**config.mk**
```make
export PLATFORM = sky130hd
export DESIGN_NAME = lfsr_multistep
export DESIGN_NICKNAME = d
export VERILOG_FILES = /design/src/rtl/lfsr_multistep.sv
export SDC_FILE = /design/constraint.sdc
export NUM_CORES = 1
export LEC_CHECK = 0
export BUFFER_PORTS_ARGS = -buffer_cell sky130_fd_sc_hd__buf_4
export CAP_MARGIN = 20
export CORE_AREA = 8 8 61 63
export CTS_BUF_LIST = sky130_fd_sc_hd__clkbuf_8
export CTS_CLUSTER_SIZE = 8
export DETAILED_ROUTE_END_ITERATION = 7
export DIE_AREA = 0 0 69 71
export PLACE_DENSITY = 0.82
export SYNTH_ARGS = -nofsm -noshare
export SYNTH_HDL_FRONTEND = slang
export SYNTH_SLANG_ARGS = --single-unit
```
**constraint.sdc**
```tcl
create_clock -name clk_i -period 1.9 [get_ports clk_i]
set_input_delay 0.095 -clock clk_i [delete_from_list [all_inputs] [get_ports clk_i]]
set_output_delay 0.095 -clock clk_i [all_outputs]
set_load 0.01 [all_outputs]
```
**src/rtl/lfsr_multistep.sv**
```systemverilog
module lfsr_multistep #(
  parameter int REG_LEN = 16,
  parameter int OUT_W = 8,
  parameter logic [REG_LEN-1:0] TAPS = 'hB400,
  parameter logic [REG_LEN-1:0] SEED_INIT = 'hACE1,
  parameter bit SWAP_PAIRS = 1'b0
) (
  input  logic               clk_i,
  input  logic               rst_i,
  input  logic               en_i,
  input  logic               load_i,
  input  logic [REG_LEN-1:0] seed_i,
  output logic [OUT_W-1:0]   rnd_o,
  output logic               valid_o
);

  logic [REG_LEN-1:0] state_q, base, stepped;
  logic valid_q;

  assign base = load_i ? ((seed_i == '0) ? SEED_INIT : seed_i) : state_q;

  always_comb begin
    stepped = base;
    for (int k = 0; k < OUT_W; k++)
      stepped = {stepped[REG_LEN-2:0], ^(stepped & TAPS)};
  end

  always_ff @(posedge clk_i) begin
    if (rst_i) begin
      state_q <= SEED_INIT;
      valid_q <= 1'b0;
    end else begin
      state_q <= en_i ? stepped : base;
      valid_q <= valid_q | en_i;
    end
  end

  assign valid_o = valid_q;

  for (genvar i = 0; i < OUT_W; i++) begin : g_map
    localparam int SRC = (SWAP_PAIRS && ((i ^ 1) < OUT_W)) ? (i ^ 1) : i;
    assign rnd_o[i] = state_q[SRC];
  end

  assert_hold_R4: assert property (@(posedge clk_i) disable iff (rst_i)
    !en_i && !load_i |=> $stable(state_q));
  assert_seed_load_R5: assert property (@(posedge clk_i) disable iff (rst_i)
    load_i && !en_i && seed_i != '0 |=> state_q == $past(seed_i));
  assert_zero_seed_R6: assert property (@(posedge clk_i) disable iff (rst_i)
    load_i && !en_i && seed_i == '0 |=> state_q == SEED_INIT);
  assert_valid_sticky_R8: assert property (@(posedge clk_i) disable iff (rst_i)
    valid_q |=> valid_q);
  assert_valid_idle_R8: assert property (@(posedge clk_i) disable iff (rst_i)
    !valid_q && !en_i |=> !valid_q);
  assert_nonzero_R9: assert property (@(posedge clk_i) disable iff (rst_i)
    state_q != '0);

endmodule

```
==> flow_summary_export.csv, run 1 <==
group,metric,value,unit
status,outcome,"completed",
global_routing,grt_most_used_layer,"met2",
worst_setup_path,slowest_stage,"a2111oi_1",
worst_setup_path,critical_path.top_delay_family,"compound AO/OA/AOI/OAI gates",
worst_setup_path,required,2.04,ns
synthesis,yosys_warnings,0,
routing,ant_nets,0,
global_routing,grt_usage,14.3,%
global_routing,met2_usage,23.4,%
sta,clock.fmax,640,MHz
sta,min_period,1.56,ns
synthesis,ys_seq_area_share,25.9,%
routing,drt_iter0_drc,90,
finish,layout.nets,181,
worst_setup_path,cp-end-kind,"register",
worst_setup_path,critPathMaxStageDelay,0.41,ns
floorplan,core,0.00285,mm^2
clocking,cts_resized,0,
finish,final_util,53.3,%
sta,rsz0062_at_grt,"false",
sta,max_slew.worst_pin.slew,0.455,ns
floorplan,initial_utilization,46.1,%
clocking,cts-root-buf,"clkbuf_8",
synthesis,synth.most_common_cell,"nor2_1",
clocking,postCtsHoldBufs,0,
floorplan,num_rows,20,
synthesis,synthTopCellsByArea,"dfxtp_1 (26%), xnor2_1 (8.0%), nor4_4 (6.5%), xor2_1 (5.3%), buf_4 (5.1%)",
sta,fin_skew,0.00187,ns
synthesis,synth_area_leader_cell,"dfxtp_1",
run,cap_violations,0,
worst_setup_path,critical_path.cell_chain,"mux2_1 -> o31a_1 -> a2111oi_1 -> a311oi_1",
global_routing,antenna_found_initial,0,
sta,finalCritPeriodShare,82.2,%
sta,fin_setup_tns,0,ns
routing,post_drt_wl_per_cell,17.8,um
synthesis,synth.distinct_cells,41,
finish,antenna-diode-count,0,
clocking,htreeDepth,1,
clocking,cts_buffer_depth,2,
synthesis,ys.flop_type,"dfxtp_1",
synthesis,yosysTopAreaCellShare,25.9,%
clocking,path_clk_slew,0.07,ns
synthesis,postSynth.asyncResetShare,0,%
sta,finalSetupViolations,0,
floorplan,die_area,0.00490,mm^2
floorplan,die_h,71,um
power,p_leak,0.611,nW
worst_setup_path,critPathArrivalTime,1.70,ns
clocking,cts_tree,"done",
clocking,numCtsBuffers,3,
power,powerDensity,714,mW/mm^2
synthesis,syn_avg_cell_area,9.25,um^2
global_routing,grt_use_met1,16.2,%
floorplan,num_io_pins,29,
worst_setup_path,critical_path.max_fanout,4,
worst_setup_path,critPathKind,"reg2reg",
sta,hold_viol,0,
synthesis,syn-cell-area,0.00131,mm^2
synthesis,synth_edf_count,0,
hold_path,hold_class,"in2reg",
placed_design,place.port_buffers,28,
synthesis,synth_common_cells,"nor2_1 (18), dfxtp_1 (17), xnor2_1 (12), buf_4 (9), xor2_1 (8)",
worst_setup_path,worstSetupStartpointType,"register",
global_routing,grt_pass1_vias,1206,
routing,routed_wl,3430,um
clocking,cts_sinks,17,
global_routing,grt.met3_usage,5.45,%
routing,via_per_inst,5.84,
routing,drc_errors,0,
synthesis,syn-num-nets,162,
routing,vias,1128,
placed_design,gp_congestion,0.963,
power,ir_worst_vdd,0.561,mV
placed_design,dp_hpwl,2700,um
worst_setup_path,path_buf_inv,0,
power,p_total,0.00109,W
finish,areaGrowthSynthToFinish,15.8,%
finish,drive_above_1_share,31.3,%
sta,slew_headroom,69.1,%
floorplan,die-width,69,um
clocking,cts_setup_buffers,0,
global_routing,grt-ovfl-total,0,
clocking,clock_latency,0.26,ns
global_routing,grt_pass1_wl,5870,um
synthesis,synth_cells,142,
synthesis,ys_seq_elements,17,
global_routing,grt_max_degree,26,
sta,slew_viol_final,0,
routing,first_pass_iters,4,
-- cell families (layout without fill, tap and decap cells) --
logic type	after synthesis	after routing	synth area share, %
simple gates	40	40	20.2
mux	11	11	9.14
flops	17	17	25.9
compound gates	32	32	20.4
buf+inv	21	39	9.33
xor+xnor	21	21	15.0
-- metal layers --
metal	up-vias	share of wire, %	wire, um
met3	13	6.8	232
met4	0	3.2	110
li1	536	-	-
met5	-	0	0
met1	535	43	1460
met2	44	47	1630
-- cell usage in the layout (no fill, tap or decap), drive strengths merged, types with 4 or more instances in the layout --
cell,n
o21ai,4
a31oi,5
xor2,8
nand2,6
mux2i,6
dfxtp,17
nor4,4
nor2,18
inv,6
xnor2,12
buf,30
mux2,5
a211oi,6
-- worst reg2reg max path: stages (launching register included) --
cell and delay, ns:
dfxtp_1 0.32, mux2_1 0.34, o31a_1 0.29, a2111oi_1 0.41
a311oi_1 0.08
-- power breakdown --
group          internal (W)  switching (W)
clock              0.000144       0.000132
combinational      0.000188       0.000194
sequential         0.000395      0.0000325
total              0.000727       0.000358
-- sequential cells by signal, indices dropped and copies added, names as in the netlist --
| register | flops |
|---|---|
| state_q | 16 |
| valid_o | 1 |
-- stage by stage --
stage | hold slack [ns] | instances | area, um^2 | worst slack [ns]
detailed placement | 0.383 | 189 | 1480 | 0.293
CTS | 0.111 | 193 | 1520 | 0.360
floorplan | 0.283 | 142 | 1310 | 0.467
global placement | 0.374 | 189 | 1480 | 0.342
global route | 0.118 | 193 | 1520 | 0.254
finish | 0.111 | 193 | 1520 | 0.338
-- worst paths after layout --
path	slack, ns	start	end	cells after the start
min reg2reg	0.49	valid_o	valid_o	2
min	0.11	rst_i	state_q[8]	2
max	0.34	state_q[3]	state_q[0]	4
max reg2reg	0.34	state_q[3]	state_q[0]	4
-- cell type report --
class,instances,area (um^2)
multi-input combinational,104,851
fill,274,1330
timing repair buffer,30,225
sequential,17,340
tap,33,41.3
inverter,5,18.8
clock inverter,1,3.75
clock buffer,3,41.3
Power figures use the tool's default switching activity.
==> run 2: changes to the inputs <==
- clock period: 1.9 -> 1.6 ns (I/O delays scaled with it)
==> run 2 against run 1 <==
Core utilization grew 1.7 points. Clock skew grew 0.0026 ns. Register-to-register slack lost 0.26 ns. Clock power grew 18%. Largest power group unchanged. Design area grew 3.1%.
==> flow_summary_export.csv, run 2 (same netlist as run 1, synthesis figures left out) <==
group,metric,value,unit
status,outcome,"completed",
finish,antenna-diode-count,0,
sta,fin_skew,0.00447,ns
sta,finalSetupViolations,0,
global_routing,grt_pass1_vias,1222,
worst_setup_path,reg2reg_depth,5,
run,cap_violations,0,
worst_setup_path,critPathMaxStageDelay,0.35,ns
global_routing,antenna_found_initial,0,
worst_setup_path,critical_path.max_fanout,4,
worst_setup_path,regToRegEndpoint,"state_q[0]",
worst_setup_path,slowest_stage,"dfxtp_1",
routing,drc_errors,0,
hold_path,hold_class,"in2reg",
global_routing,grt_pass1_wl,6030,um
finish,mostFrequentLayoutCell,"buf_4",
power,ir_worst_vdd,0.462,mV
routing,first_pass_iters,4,
power,powerDensity,841,mW/mm^2
sta,slew_viol_final,0,
finish,fillers,261,
floorplan,core,0.00285,mm^2
sta,setup_ws,0.0811,ns
finish,regArea,340,um^2
worst_setup_path,critPathKind,"reg2reg",
routing,post_drt_wl_per_cell,18.5,um
sta,hold_viol,0,
sta,clock.fmax,658,MHz
floorplan,die_h,71,um
global_routing,grt-ovfl-total,0,
sta,finalCritPeriodShare,94.9,%
hold_path,hold_depth,2,
clocking,numCtsBuffers,3,
placed_design,place.port_buffers,28,
power,p_total,0.00132,W
finish,final_util,55.0,%
sta,slew_headroom,69.2,%
clocking,cts_buffer_depth,2,
power,p_leak,0.636,nW
placed_design,dp_cells,193,
global_routing,grt_usage,14.8,%
routing,vias,1149,
global_routing,grt_max_degree,26,
finish,drive_above_1_share,33.5,%
worst_setup_path,critical_path.top_delay_family,"compound AO/OA/AOI/OAI gates",
clocking,cts_tree,"done",
sta,max_slew.worst_pin.slew,0.449,ns
finish,multi_input_area,856,um^2
worst_setup_path,cp-end-kind,"register",
sta,fin_setup_tns,0,ns
placed_design,gp_congestion,0.960,
floorplan,num_io_pins,29,
worst_setup_path,rrSetupSlack,0.08,ns
worst_setup_path,required,1.74,ns
routing,via_per_inst,5.83,
routing,drt_iter0_drc,74,
worst_setup_path,cp-startpoint,"state_q[5]",
routing,routed_wl,3650,um
worst_setup_path,critPathArrivalTime,1.66,ns
worst_setup_path,worstSetupStartpointType,"register",
clocking,cts-root-buf,"clkbuf_8",
routing,ant_nets,0,
finish,areaGrowthSynthToFinish,19.4,%
worst_setup_path,cp-endpoint,"state_q[0]",
sta,min_period,1.52,ns
finish,top_register,"state_q",
finish,layout_common_cells,"buf_4 (33), nor2_1 (18), dfxtp_1 (17)",
worst_setup_path,critical_path.cell_chain,"xor2_1 -> o21ai_0 -> a31oi_2 -> and2_1 -> a311oi_1",
floorplan,initial_utilization,46.1,%
worst_setup_path,path_depth,5,
finish,instances_no_fill,197,
clocking,htreeDepth,1,
placed_design,dp_hpwl,2810,um
clocking,cts_sinks,17,
worst_setup_path,path_buf_inv,0,
clocking,path_clk_slew,0.07,ns
sta,rsz0062_at_grt,"false",
worst_setup_path,regToRegStartpoint,"state_q[5]",
floorplan,die_area,0.00490,mm^2
finish,layout.nets,185,
clocking,clock_latency,0.26,ns
placed_design,dp_slack,-0.00258,ns
floorplan,die-width,69,um
finish,largest_register_ffs,16,
floorplan,num_rows,20,
[run 2: changes by cell type in the layout (fill, tap and decap cells not counted), sizes merged]
| cell | change |
|---|---|
| buf | +4 |
[run 2: where the power goes]
group,total (W),internal [W],leakage [nW],switching [W]
Sequential,0.000504,0.000469,0.142,0.0000344
Combinational,0.000489,0.000241,0.467,0.000248
Clock,0.000327,0.000171,0.0269,0.000157
Total,0.00132,0.000881,0.636,0.000439
[run 2: layout make-up]
cell class,instances,area share [%]
sequential,17,21.7
tap,33,2.63
clock inverter,1,0.239
clock buffer,3,2.63
multi-input combinational,104,54.5
inverter,5,1.20
timing repair buffer,34,17.1
[run 2: worst min path at each step]
stage	start	to	slack, ns
floorplan	seed_i[10]	state_q[10]	0.27
global placement	rst_i	state_q[8]	0.36
detailed placement	rst_i	state_q[9]	0.37
CTS	rst_i	state_q[9]	0.1
global route	rst_i	valid_o	0.10
finish	rst_i	state_q[1]	0.11
[run 2: worst register-to-register path, stage by stage (launching register included)]
cell and delay (ns):
dfxtp_1 0.35, xor2_1 0.17, o21ai_0 0.27, a31oi_2 0.12, and2_1 0.17, a311oi_1 0.33
[run 2: stage by stage]
stage | instance area (um^2) | hold WS [ns]
2_1_floorplan | 1310 | 0.268
3_3_place_gp | 1520 | 0.363
3_5_place_dp | 1520 | 0.369
4_1_cts | 1560 | 0.0992
5_1_grt | 1570 | 0.102
6_report | 1570 | 0.109
[run 2: timing repair]
action | in CTS | in global routing
hold buffers | 0 | 0
resized for setup | 0 | 1
buffers inserted | 0 | 0
setup endpoints to repair | 0 | 1
hold endpoints to repair | 0 | 0
[run 2: routing by layer]
metal  global-route usage (%)  part of all wire, %  wire, um  up-vias
met2                     26.0                   50      1820       44
li1                         -                    -         -      543
met5                        0                    0         0        -
met3                     4.20                  6.7       244        9
met1                     16.4                   42      1520      553
met4                     5.47                  2.0        72        0
==> run 3: changes to the inputs <==
- clock period: 1.6 -> 1.7 ns (I/O delays scaled with it)
==> run 3 against run 2 <==
Clock power is 6.4% lower. Combinational power is 9.4% lower. Non-clock buffer count is 2 lower. Hold slack hardly changed. Design area is 2.1% lower. Critical path depth is 1 lower. First-iteration DRC count is 24% lower. Core utilization is 1.1 points lower. Register-to-register slack hardly changed. Global-route usage is 0.40 points lower. Critical endpoint unchanged. Largest power group unchanged.
==> flow_summary_export.csv, run 3 (same netlist as run 1, synthesis figures left out) <==
group,metric,value,unit
status,outcome,"completed",
global_routing,met2_usage,23.1,%
routing,drc_errors,0,
placed_design,place.port_buffers,28,
clocking,cts-root-buf,"clkbuf_8",
finish,layout_common_cells,"buf_4 (32), nor2_1 (18), dfxtp_1 (17)",
power,power.share.clock,25.0,%
finish,mostFrequentLayoutCell,"buf_4",
worst_setup_path,regToRegStartpoint,"state_q[3]",
routing,drt_iter0_drc,56,
sta,fin_setup_tns,0,ns
sta,rsz0062_at_grt,"false",
sta,slew_viol_final,0,
clocking,cts_sinks,17,
worst_setup_path,worstSetupStartpointType,"register",
worst_setup_path,regToRegEndpoint,"state_q[0]",
clocking,postCtsHoldBufs,0,
finish,design_area,0.00154,mm^2
worst_setup_path,rrSetupSlack,0.07,ns
floorplan,die-width,69,um
global_routing,antenna_found_initial,0,
finish,drive_above_1_share,32.1,%
clocking,cts_tree,"done",
floorplan,num_rows,20,
finish,areaGrowthSynthToFinish,17.0,%
floorplan,core,0.00285,mm^2
power,p_comb_share,36.3,%
global_routing,grt_use_met1,17.2,%
worst_setup_path,critPathKind,"reg2reg",
finish,fillers,261,
worst_setup_path,critical_path.cell_chain,"mux2_1 -> o31a_1 -> a2111oi_1 -> a311oi_1",
finish,antenna-diode-count,0,
power,internal_power,0.000818,W
routing,post_drt_wl_per_cell,18.1,um
run,cap_violations,0,
finish,largest_register_ffs,16,
clocking,path_clk_slew,0.07,ns
sta,finalCritPeriodShare,96.0,%
floorplan,die_h,71,um
worst_setup_path,slowest_stage,"a2111oi_1",
global_routing,grt_most_used_layer,"met2",
power,p_leak,0.621,nW
routing,via_per_inst,5.98,
worst_setup_path,cp-startpoint,"state_q[3]",
worst_setup_path,critPathArrivalTime,1.75,ns
worst_setup_path,path_buf_inv,0,
finish,layout.nets,183,
finish,top_register,"state_q",
sta,hold_viol,0,
sta,clock.fmax,613,MHz
routing,first_pass_iters,4,
placed_design,gp_congestion,0.972,
hold_path,hold_class,"in2reg",
power,p_sw_share,33.0,%
floorplan,num_io_pins,29,
global_routing,grt_pass1_wl,6020,um
sta,slew_headroom,69.3,%
floorplan,initial_utilization,46.1,%
power,powerDensity,795,mW/mm^2
clocking,htreeDepth,1,
routing,routed_wl,3530,um
placed_design,postPlaceCellArea,0.00149,mm^2
clocking,cts_resized,0,
global_routing,grt-ovfl-total,0,
routing,ant_nets,0,
hold_path,whs_endpoint,"valid_o",
sta,min_period,1.63,ns
placed_design,dp_hpwl,2670,um
sta,fin_skew,0.000535,ns
clocking,cts_buffer_depth,2,
worst_setup_path,critical_path.max_fanout,4,
power,switchingPower,0.000402,W
clocking,cts_setup_buffers,0,
hold_path,min-delay-start,"rst_i",
sta,max_slew.worst_pin.slew,0.448,ns
global_routing,grt_pass1_vias,1172,
hold_path,hold_depth,2,
global_routing,grt_max_degree,19,
worst_setup_path,critical_path.top_delay_family,"compound AO/OA/AOI/OAI gates",
global_routing,grt_usage,14.4,%
worst_setup_path,cp-end-kind,"register",
clocking,clock_latency,0.25,ns
global_routing,grt.met3_usage,6.01,%
routing,vias,1166,
clocking,numCtsBuffers,3,
worst_setup_path,required,1.82,ns
floorplan,die_area,0.00490,mm^2
power,p_seq_share,38.7,%
power,ir_worst_vdd,0.555,mV
sta,finalSetupViolations,0,
worst_setup_path,reg2reg_depth,4,
worst_setup_path,critPathMaxStageDelay,0.43,ns
run 3: cell count changes in the layout (fill, tap and decap cells not counted):
cell	delta
a2111oi_1	+1
a2111oi_2	-1
buf_12	-1
buf_4	-1
run 3: through the flow:
step	setup slack, ns	util [%]	instances	hold slack (ns)	total power, W
6_report	0.0680	53.9	195	0.109	0.00122
5_1_grt	0.00957	53.9	195	0.114	0.00128
4_1_cts	0.0680	53.9	195	0.0985	0.00123
3_5_place_dp	0.0492	52.3	191	0.368	0.000917
3_3_place_gp	0.126	52.3	191	0.365	0.000903
2_1_floorplan	0.267	-	142	0.273	0.000790
run 3: worst max path at each step:
stage | to | depth (start not counted)
finish | state_q[0] | 4
global route | state_q[0] | 4
CTS | state_q[0] | 4
detailed placement | state_q[0] | 5
global placement | state_q[0] | 5
floorplan | state_q[0] | 4
run 3: area by class of cell:
cell class | count | area, um^2 | area share, %
well taps | 33 | 41.3 | 2.69
clock buffers | 3 | 41.3 | 2.69
repair buffers | 32 | 240 | 15.6
multi-input cells | 104 | 851 | 55.4
flip-flops and latches | 17 | 340 | 22.1
inverters | 5 | 18.8 | 1.22
clock inverters | 1 | 3.75 | 0.244
run 3: power groups by stage:
stage | registers [W] | clock network (W) | logic [W]
after global routing | 0.000477 | 0.000318 | 0.000481
final | 0.000472 | 0.000306 | 0.000443
after floorplan | 0.000477 | 0 | 0.000312
after CTS | 0.000472 | 0.000313 | 0.000441
after detailed placement | 0.000481 | 0 | 0.000436
after global placement | 0.000479 | 0 | 0.000424
run 3: per-layer routing:
layer | wire (um) | up-vias
met4 | 82 | 0
met3 | 410 | 8
met5 | 0 | -
li1 | - | 542
met1 | 1350 | 545
met2 | 1690 | 71
run 3: worst register-to-register path, stage by stage (launching register included):
cell and delay [ns]:
dfxtp_1 0.32, mux2_1 0.36, o31a_1 0.29, a2111oi_1 0.43, a311oi_1 0.11
